File: config.mk
export PLATFORM = sky130hd
export DESIGN_NAME = edge_timestamp
export DESIGN_NICKNAME = d
export VERILOG_FILES = /design/src/rtl/edge_ts_pkg.sv /design/src/rtl/edge_ts_sync.sv /design/src/rtl/edge_ts_ctrl.sv /design/src/rtl/edge_ts_datapath.sv /design/src/rtl/edge_timestamp.sv
export SDC_FILE = /design/constraint.sdc
export NUM_CORES = 1
export LEC_CHECK = 0
export BUFFER_PORTS_ARGS = -buffer_cell sky130_fd_sc_hd__clkbuf_2
export CAP_MARGIN = 10
export CELL_PAD_IN_SITES_DETAIL_PLACEMENT = 0
export CELL_PAD_IN_SITES_GLOBAL_PLACEMENT = 2
export CORE_MARGIN = 4
export CORE_UTILIZATION = 36
export DETAILED_ROUTE_END_ITERATION = 8
export PLACE_DENSITY_LB_ADDON = 0.08
export RECOVER_POWER = 50
export SYNTH_ARGS = -nofsm -noshare
export SYNTH_HDL_FRONTEND = slang
export SYNTH_SLANG_ARGS = --single-unit
export TNS_END_PERCENT = 100
File: constraint.sdc
create_clock -name clk -period 8.63 [get_ports clk]
set_input_delay 0.4315 -clock clk [delete_from_list [all_inputs] [get_ports clk]]
set_output_delay 0.4315 -clock clk [all_outputs]
set_load 0.1 [all_outputs]
File: src/rtl/edge_ts_pkg.sv
package edge_ts_pkg;

  // Strobes from the control unit to the datapath, valid for one cycle.
  typedef struct packed {
    logic clrCount;    // zero the edge counter
    logic clrAccum;    // zero the millisecond accumulator
    logic countEn;     // a qualified reference edge to count
    logic addPeriod;   // add one period to the accumulator
    logic sampleStamp; // capture the timestamp register
    logic addOne;      // include one pending period in the capture
  } dpStrobes_t;

endpackage

File: src/rtl/edge_ts_sync.sv
module edge_ts_sync #(
  parameter int SYNC_STAGES = 2
) (
  input  logic clk,
  input  logic rst_n,
  input  logic asyncIn,
  output logic edgePulse
);

  localparam int CHAIN_LEN = SYNC_STAGES + 1;

  logic [CHAIN_LEN-1:0] chain;

  generate
    for (genvar i = 0; i < CHAIN_LEN; i++) begin : g_stage
      if (i == 0) begin : g_first
        always_ff @(posedge clk or negedge rst_n) begin
          if (!rst_n) chain[0] <= 1'b0;
          else        chain[0] <= asyncIn;
        end
      end else begin : g_next
        always_ff @(posedge clk or negedge rst_n) begin
          if (!rst_n) chain[i] <= 1'b0;
          else        chain[i] <= chain[i-1];
        end
      end
    end
  endgenerate

  // Any change of the synchronised level is one edge, rising or falling.
  assign edgePulse = chain[CHAIN_LEN-1] ^ chain[CHAIN_LEN-2];

endmodule

File: src/rtl/edge_ts_ctrl.sv
module edge_ts_ctrl
  import edge_ts_pkg::*;
(
  input  logic       clk,
  input  logic       rst_n,
  input  logic       edgePulse,
  input  logic       ctrlIn,
  input  logic       startCmd,
  input  logic       stopCmd,
  input  logic       clearCmd,
  input  logic       irqEnable,
  input  logic       irqClear,
  input  logic       svcEvent,
  input  logic       readReq,
  input  logic       wrapHit,
  output dpStrobes_t strobes,
  output logic       readValid,
  output logic       irqOut
);

  logic running;
  logic pending;

  // The control level is accepted but deliberately plays no part.
  logic unusedCtrlLevel;
  assign unusedCtrlLevel = ctrlIn;

  always_comb begin
    strobes             = '0;
    strobes.clrCount    = startCmd | clearCmd;
    strobes.clrAccum    = startCmd;
    strobes.countEn     = running & edgePulse & ~startCmd & ~stopCmd & ~clearCmd;
    strobes.addPeriod   = svcEvent & pending & ~startCmd;
    strobes.sampleStamp = readReq;
    strobes.addOne      = pending;
  end

  always_ff @(posedge clk or negedge rst_n) begin
    if (!rst_n) begin
      running <= 1'b0;
    end else if (startCmd) begin
      running <= 1'b1;
    end else if (stopCmd) begin
      running <= 1'b0;
    end
  end

  always_ff @(posedge clk or negedge rst_n) begin
    if (!rst_n) begin
      pending <= 1'b0;
    end else if (startCmd || clearCmd) begin
      pending <= 1'b0;
    end else if (wrapHit) begin
      pending <= 1'b1;
    end else if (irqClear || svcEvent) begin
      pending <= 1'b0;
    end
  end

  always_ff @(posedge clk or negedge rst_n) begin
    if (!rst_n) readValid <= 1'b0;
    else        readValid <= readReq;
  end

  assign irqOut = pending & irqEnable;

  p_wrap_sets_pending_r2: assert property (@(posedge clk) disable iff (!rst_n)
    wrapHit |=> pending);

  p_service_clears_r3: assert property (@(posedge clk) disable iff (!rst_n)
    (svcEvent && !wrapHit) |=> !pending);

  p_read_strobe_r5: assert property (@(posedge clk) disable iff (!rst_n)
    readReq |=> readValid);

  p_stop_holds_r8: assert property (@(posedge clk) disable iff (!rst_n)
    (stopCmd && !startCmd) |=> !strobes.countEn || $past(startCmd));

  p_clear_drops_status_r9: assert property (@(posedge clk) disable iff (!rst_n)
    clearCmd |=> !pending);

  p_irq_clear_r10: assert property (@(posedge clk) disable iff (!rst_n)
    (irqClear && !wrapHit) |=> !irqOut);

endmodule

File: src/rtl/edge_ts_datapath.sv
module edge_ts_datapath
  import edge_ts_pkg::*;
#(
  parameter int CNT_W      = 16,
  parameter int MS_W       = 32,
  parameter int STAMP_W    = 64,
  parameter int HIGH_LIMIT = 30000,
  parameter int PERIOD_MS  = 30,
  parameter int US_PER_MS  = 1000
) (
  input  logic               clk,
  input  logic               rst_n,
  input  dpStrobes_t         strobes,
  output logic               wrapHit,
  output logic [STAMP_W-1:0] readStamp
);

  localparam logic [CNT_W-1:0]   LAST_COUNT = CNT_W'(HIGH_LIMIT - 1);
  localparam logic [MS_W-1:0]    PERIOD_INC = MS_W'(PERIOD_MS);
  localparam logic [STAMP_W-1:0] PERIOD_WIDE = STAMP_W'(PERIOD_MS);
  localparam logic [STAMP_W-1:0] SCALE = STAMP_W'(US_PER_MS);

  logic [CNT_W-1:0]   edgeCount;
  logic [MS_W-1:0]    msAccum;
  logic [STAMP_W-1:0] msTotal;

  assign wrapHit = strobes.countEn && (edgeCount == LAST_COUNT);

  always_ff @(posedge clk or negedge rst_n) begin
    if (!rst_n) begin
      edgeCount <= '0;
    end else if (strobes.clrCount) begin
      edgeCount <= '0;
    end else if (wrapHit) begin
      edgeCount <= '0;
    end else if (strobes.countEn) begin
      edgeCount <= edgeCount + 1'b1;
    end
  end

  always_ff @(posedge clk or negedge rst_n) begin
    if (!rst_n) begin
      msAccum <= '0;
    end else if (strobes.clrAccum) begin
      msAccum <= '0;
    end else if (strobes.addPeriod) begin
      msAccum <= msAccum + PERIOD_INC;
    end
  end

  // A pending wrap stands for one period that has not yet reached the accumulator.
  assign msTotal = STAMP_W'(msAccum) + (strobes.addOne ? PERIOD_WIDE : '0);

  always_ff @(posedge clk or negedge rst_n) begin
    if (!rst_n) begin
      readStamp <= '0;
    end else if (strobes.sampleStamp) begin
      readStamp <= msTotal * SCALE + STAMP_W'(edgeCount);
    end
  end

  p_count_step_r1: assert property (@(posedge clk) disable iff (!rst_n)
    (strobes.countEn && !strobes.clrCount && edgeCount != LAST_COUNT)
      |=> edgeCount == $past(edgeCount) + 1'b1);

  p_count_below_limit_r2: assert property (@(posedge clk) disable iff (!rst_n)
    edgeCount <= LAST_COUNT);

  p_wrap_to_zero_r2: assert property (@(posedge clk) disable iff (!rst_n)
    wrapHit |=> edgeCount == '0);

  p_service_adds_r3: assert property (@(posedge clk) disable iff (!rst_n)
    (strobes.addPeriod && !strobes.clrAccum) |=> msAccum == $past(msAccum) + PERIOD_INC);

  p_start_zeroes_r7: assert property (@(posedge clk) disable iff (!rst_n)
    strobes.clrAccum |=> (msAccum == '0 && edgeCount == '0));

  p_accum_steady_r10: assert property (@(posedge clk) disable iff (!rst_n)
    (!strobes.addPeriod && !strobes.clrAccum) |=> $stable(msAccum));

  p_idle_count_r8: assert property (@(posedge clk) disable iff (!rst_n)
    (!strobes.countEn && !strobes.clrCount) |=> $stable(edgeCount));

endmodule

File: src/rtl/edge_timestamp.sv
module edge_timestamp
  import edge_ts_pkg::*;
#(
  parameter int CNT_W       = 16,
  parameter int MS_W        = 32,
  parameter int HIGH_LIMIT  = 30000,
  parameter int PERIOD_MS   = 30,
  parameter int US_PER_MS   = 1000,
  parameter int SYNC_STAGES = 2
) (
  input  logic        clk,
  input  logic        rst_n,
  input  logic        refIn,
  input  logic        ctrlIn,
  input  logic        startCmd,
  input  logic        stopCmd,
  input  logic        clearCmd,
  input  logic        irqEnable,
  input  logic        irqClear,
  input  logic        svcEvent,
  input  logic        readReq,
  output logic        readValid,
  output logic [63:0] readStamp,
  output logic        irqOut
);

  localparam int STAMP_W = 64;

  logic       edgePulse;
  logic       wrapHit;
  dpStrobes_t strobes;

  edge_ts_sync #(
    .SYNC_STAGES(SYNC_STAGES)
  ) i_sync (
    .clk      (clk),
    .rst_n    (rst_n),
    .asyncIn  (refIn),
    .edgePulse(edgePulse)
  );

  edge_ts_ctrl i_ctrl (
    .clk      (clk),
    .rst_n    (rst_n),
    .edgePulse(edgePulse),
    .ctrlIn   (ctrlIn),
    .startCmd (startCmd),
    .stopCmd  (stopCmd),
    .clearCmd (clearCmd),
    .irqEnable(irqEnable),
    .irqClear (irqClear),
    .svcEvent (svcEvent),
    .readReq  (readReq),
    .wrapHit  (wrapHit),
    .strobes  (strobes),
    .readValid(readValid),
    .irqOut   (irqOut)
  );

  edge_ts_datapath #(
    .CNT_W     (CNT_W),
    .MS_W      (MS_W),
    .STAMP_W   (STAMP_W),
    .HIGH_LIMIT(HIGH_LIMIT),
    .PERIOD_MS (PERIOD_MS),
    .US_PER_MS (US_PER_MS)
  ) i_datapath (
    .clk      (clk),
    .rst_n    (rst_n),
    .strobes  (strobes),
    .wrapHit  (wrapHit),
    .readStamp(readStamp)
  );

endmodule

==> flow_metrics.env <==
export IMPL_clk_path_buf_depth=2
export IMPL_cts_clk_slew_worst_paths_ps=70
export IMPL_critPathSlowestCell="fa_1"
export IMPL_async_flop_share=1.00
export IMPL_rsz0062_at_grt="false"
export IMPL_ys_seq_area_frac=0.215
export IMPL_syn_area_sq_um=11500
export IMPL_min_path_cells=1
export IMPL_cts_root_buf="clkbuf_16"
export IMPL_cts_resized=0
export IMPL_start_util=0.365
export IMPL_rows=65
export IMPL_area_delta_synth_final_pct=10.6
export IMPL_start_kind="flip-flop"
export IMPL_finalWirelength_um=26500
export IMPL_grt_max_degree=71
export IMPL_fmax_ghz=0.126
export IMPL_fin_cells=1773
export IMPL_slew_violations=143
export IMPL_setup_ws_ps=696
export IMPL_gr_total_overflow=0
export IMPL_drive_above_1_share=0.114
export IMPL_via_count=8548
export IMPL_cts_made_buffers=9
export IMPL_max_stage_delay_ps=570
export IMPL_post_route_util=0.403
export IMPL_period_minus_slack_ps=7930
export IMPL_clock_latency_ps=380
export IMPL_antenna_left=0
export IMPL_relSlewSlack=-0.868
export IMPL_grt_pass1_wl_um=45800
export IMPL_grt_pass1_vias=8695
export IMPL_hold_ws_ps=163
export IMPL_setup_violations_final=0
export IMPL_crit_required_ps=8850
export IMPL_die_h_um=187
export IMPL_die_x_um=187
export IMPL_crit_fanout=8
export IMPL_synth_main_ff_cell="dfrtp_1"
export IMPL_critPathKind="flip-flop to flip-flop"
export IMPL_antenna_found_initial=0
export IMPL_cts_setup_buffers=0
export IMPL_dieArea_sq_um=34900
export IMPL_leakagePower_nw=5.87
export IMPL_reg2reg_depth=29
export IMPL_status="finished with violations"
export IMPL_fin_skew_ps=19.0
export IMPL_viasPerCell=4.82
export IMPL_ir_drop_mv=0.0913
export IMPL_cts_sinks=99
export IMPL_ys_warn_count=0
export IMPL_synth_cell_types=67
export IMPL_dp_slack_ps=498
export IMPL_cts_hold_buffers=0
export IMPL_firstDrtPassIters=4
export IMPL_end_kind="flip-flop"
export IMPL_setup_tns_ps=0
export IMPL_yosys_register_bits=99
export IMPL_grt_total_usage=0.158
export IMPL_remaining_drc_errors=0
export IMPL_wire_per_inst_um=15.0
export IMPL_maxCapViolations=3
export IMPL_n_antenna_cell=0
export IMPL_p_per_area_nw_per_um2=83.9
export IMPL_syn_inst=1287
export IMPL_finalNetCount=1579
export IMPL_min_period_over_period=0.919
export IMPL_cp_data_arrival_time_ps=8150
export IMPL_synth_edf_count=0
export IMPL_worst_pin_slew_ps=2800
export IMPL_dp_cells=1757
export IMPL_violations="max-capacitance violations, max-slew violations"
export IMPL_gp_congestion=0.779
export IMPL_avgSynthCellArea_sq_um=8.94
export IMPL_final_hold_viol_count=0
export IMPL_ioPinCount=77
export IMPL_worstHoldPathType="input pin to flip-flop"
export IMPL_dp_hpwl_um=22000
export IMPL_core_area_sq_um=31600
export IMPL_io_buffers=57
export IMPL_drt_initial_drc_count=365
export IMPL_cts_tree="built"
export IMPL_cts_htree_levels=3
-- kinds of logic (layout without fill, tap and decap cells) --
| logic type | Yosys count | count (layout) | share of synthesized area |
|---|---|---|---|
| muxes | 26 | 26 | 0.0251 |
| xor gates and xnor gates | 147 | 147 | 0.112 |
| buffers and inverters | 210 | 274 | 0.0751 |
| and+or+nand+nor | 387 | 387 | 0.164 |
| other | 2 | 22 | 0.000653 |
| AOI/OAI and AO/OA | 208 | 208 | 0.112 |
| adders and majority gates | 208 | 208 | 0.295 |
| DFF | 99 | 99 | 0.215 |
-- placed cells by master (no fill, tap or decap), types with 18 or more instances in the layout --
| cell | instances |
|---|---|
| inv_1 | 156 |
| nor2_1 | 117 |
| fa_1 | 108 |
| dfrtp_1 | 99 |
| ha_1 | 94 |
| a21oi_1 | 86 |
| nand2_1 | 84 |
| xnor2_1 | 81 |
| xor2_1 | 65 |
| o21ai_0 | 49 |
| clkbuf_2 | 47 |
| buf_4 | 43 |
| nand3_1 | 37 |
| nor3_1 | 34 |
| mux2_2 | 23 |
| nand4_1 | 22 |
| conb_1 | 22 |
| or3_1 | 18 |
-- layer usage --
metal | part of all wire | global-route usage | vias to the layer above
met5 | 0 | 0 | -
met3 | 0.028 | 0.0232 | 16
met4 | 0.014 | 0.0401 | 0
li1 | - | - | 4413
met1 | 0.55 | 0.249 | 4021
met2 | 0.40 | 0.225 | 98
-- flip-flops by register name (all words and copies together) (netlist names) --
| signal | count |
|---|---|
| i_datapath.edgeCount | 16 |
| i_ctrl.running | 1 |
| i_ctrl.readValid | 1 |
| i_datapath.readStamp | 46 |
| i_ctrl.pending | 1 |
| i_datapath.msAccum | 31 |
| i_sync.chain | 3 |
-- cell type report --
cell class / instances / area, sq um
Multi-Input combinational cell: 998 / 8250
Clock inverter: 6 / 71.3
Clock buffer: 10 / 229
Timing Repair Buffer: 102 / 603
Inverter: 156 / 586
Sequential cell: 99 / 2480
Tap cell: 402 / 503
Fill cell: 3269 / 18800
-- path summary, 6_finish.rpt --
check / startpoint / to / slack (ps)
hold reg to reg: i_sync.chain[0] / i_sync.chain[1] / 360
setup reg to reg: i_ctrl.pending / i_datapath.readStamp[38] / 700
min in group asynchronous: rst_n / i_datapath.readStamp[6] / 890
max in group asynchronous: rst_n / i_datapath.msAccum[21] / 4050
hold / removal: refIn / i_sync.chain[0] / 160
setup / recovery: i_ctrl.pending / i_datapath.readStamp[38] / 700
-- stage by stage --
stage | instance area [sq um] | power, W
floorplan | 11600 | 0.000619
global placement | 12400 | 0.000642
detailed placement | 12400 | 0.000643
CTS | 12700 | 0.00109
global route | 12700 | 0.00111
finish | 12700 | 0.00107
-- where the power goes --
group,switching (W),total (W),internal [W],leakage (nW)
clock network,0.000207,0.000436,0.000229,0.145
logic,0.000135,0.000152,0.0000170,4.39
registers,0.00000517,0.000479,0.000474,1.33
-- critical path, delay by kind of cell (launching register included) --
family / cells / cell delay (ps)
adder cells (fa/ha/maj): 8 / 3320
AND/OR/NAND/NOR: 8 / 1930
AO/OA/AOI/OAI: 7 / 1220
XOR/XNOR: 3 / 540
flip-flops: 1 / 490
buffers and inverters: 3 / 270
-- Yosys cell counts, types with 6 or more instances --
cell,number,area share
inv_1,156,0.051
nor2_1,117,0.038
fa_1,108,0.19
dfrtp_1,99,0.22
ha_1,94,0.10
a21oi_1,87,0.038
nand2_1,84,0.027
xnor2_1,82,0.062
xor2_1,65,0.049
o21ai_0,49,0.021
nand3_1,37,0.016
nor3_1,35,0.015
clkbuf_1,27,0.0088
mux2_2,23,0.023
nand4_1,22,0.012
buf_4,18,0.012
or3_1,18,0.0098
a21o_1,15,0.0098
and3_1,15,0.0082
or2_2,11,0.0060
nand2b_1,9,0.0049
nor2b_1,9,0.0049
nor4_1,8,0.0044
o211ai_1,7,0.0046
a31oi_1,6,0.0033
buf_2,6,0.0026
maj3_1,6,0.0052
No activity file was read; power rests on OpenSTA's default activity.
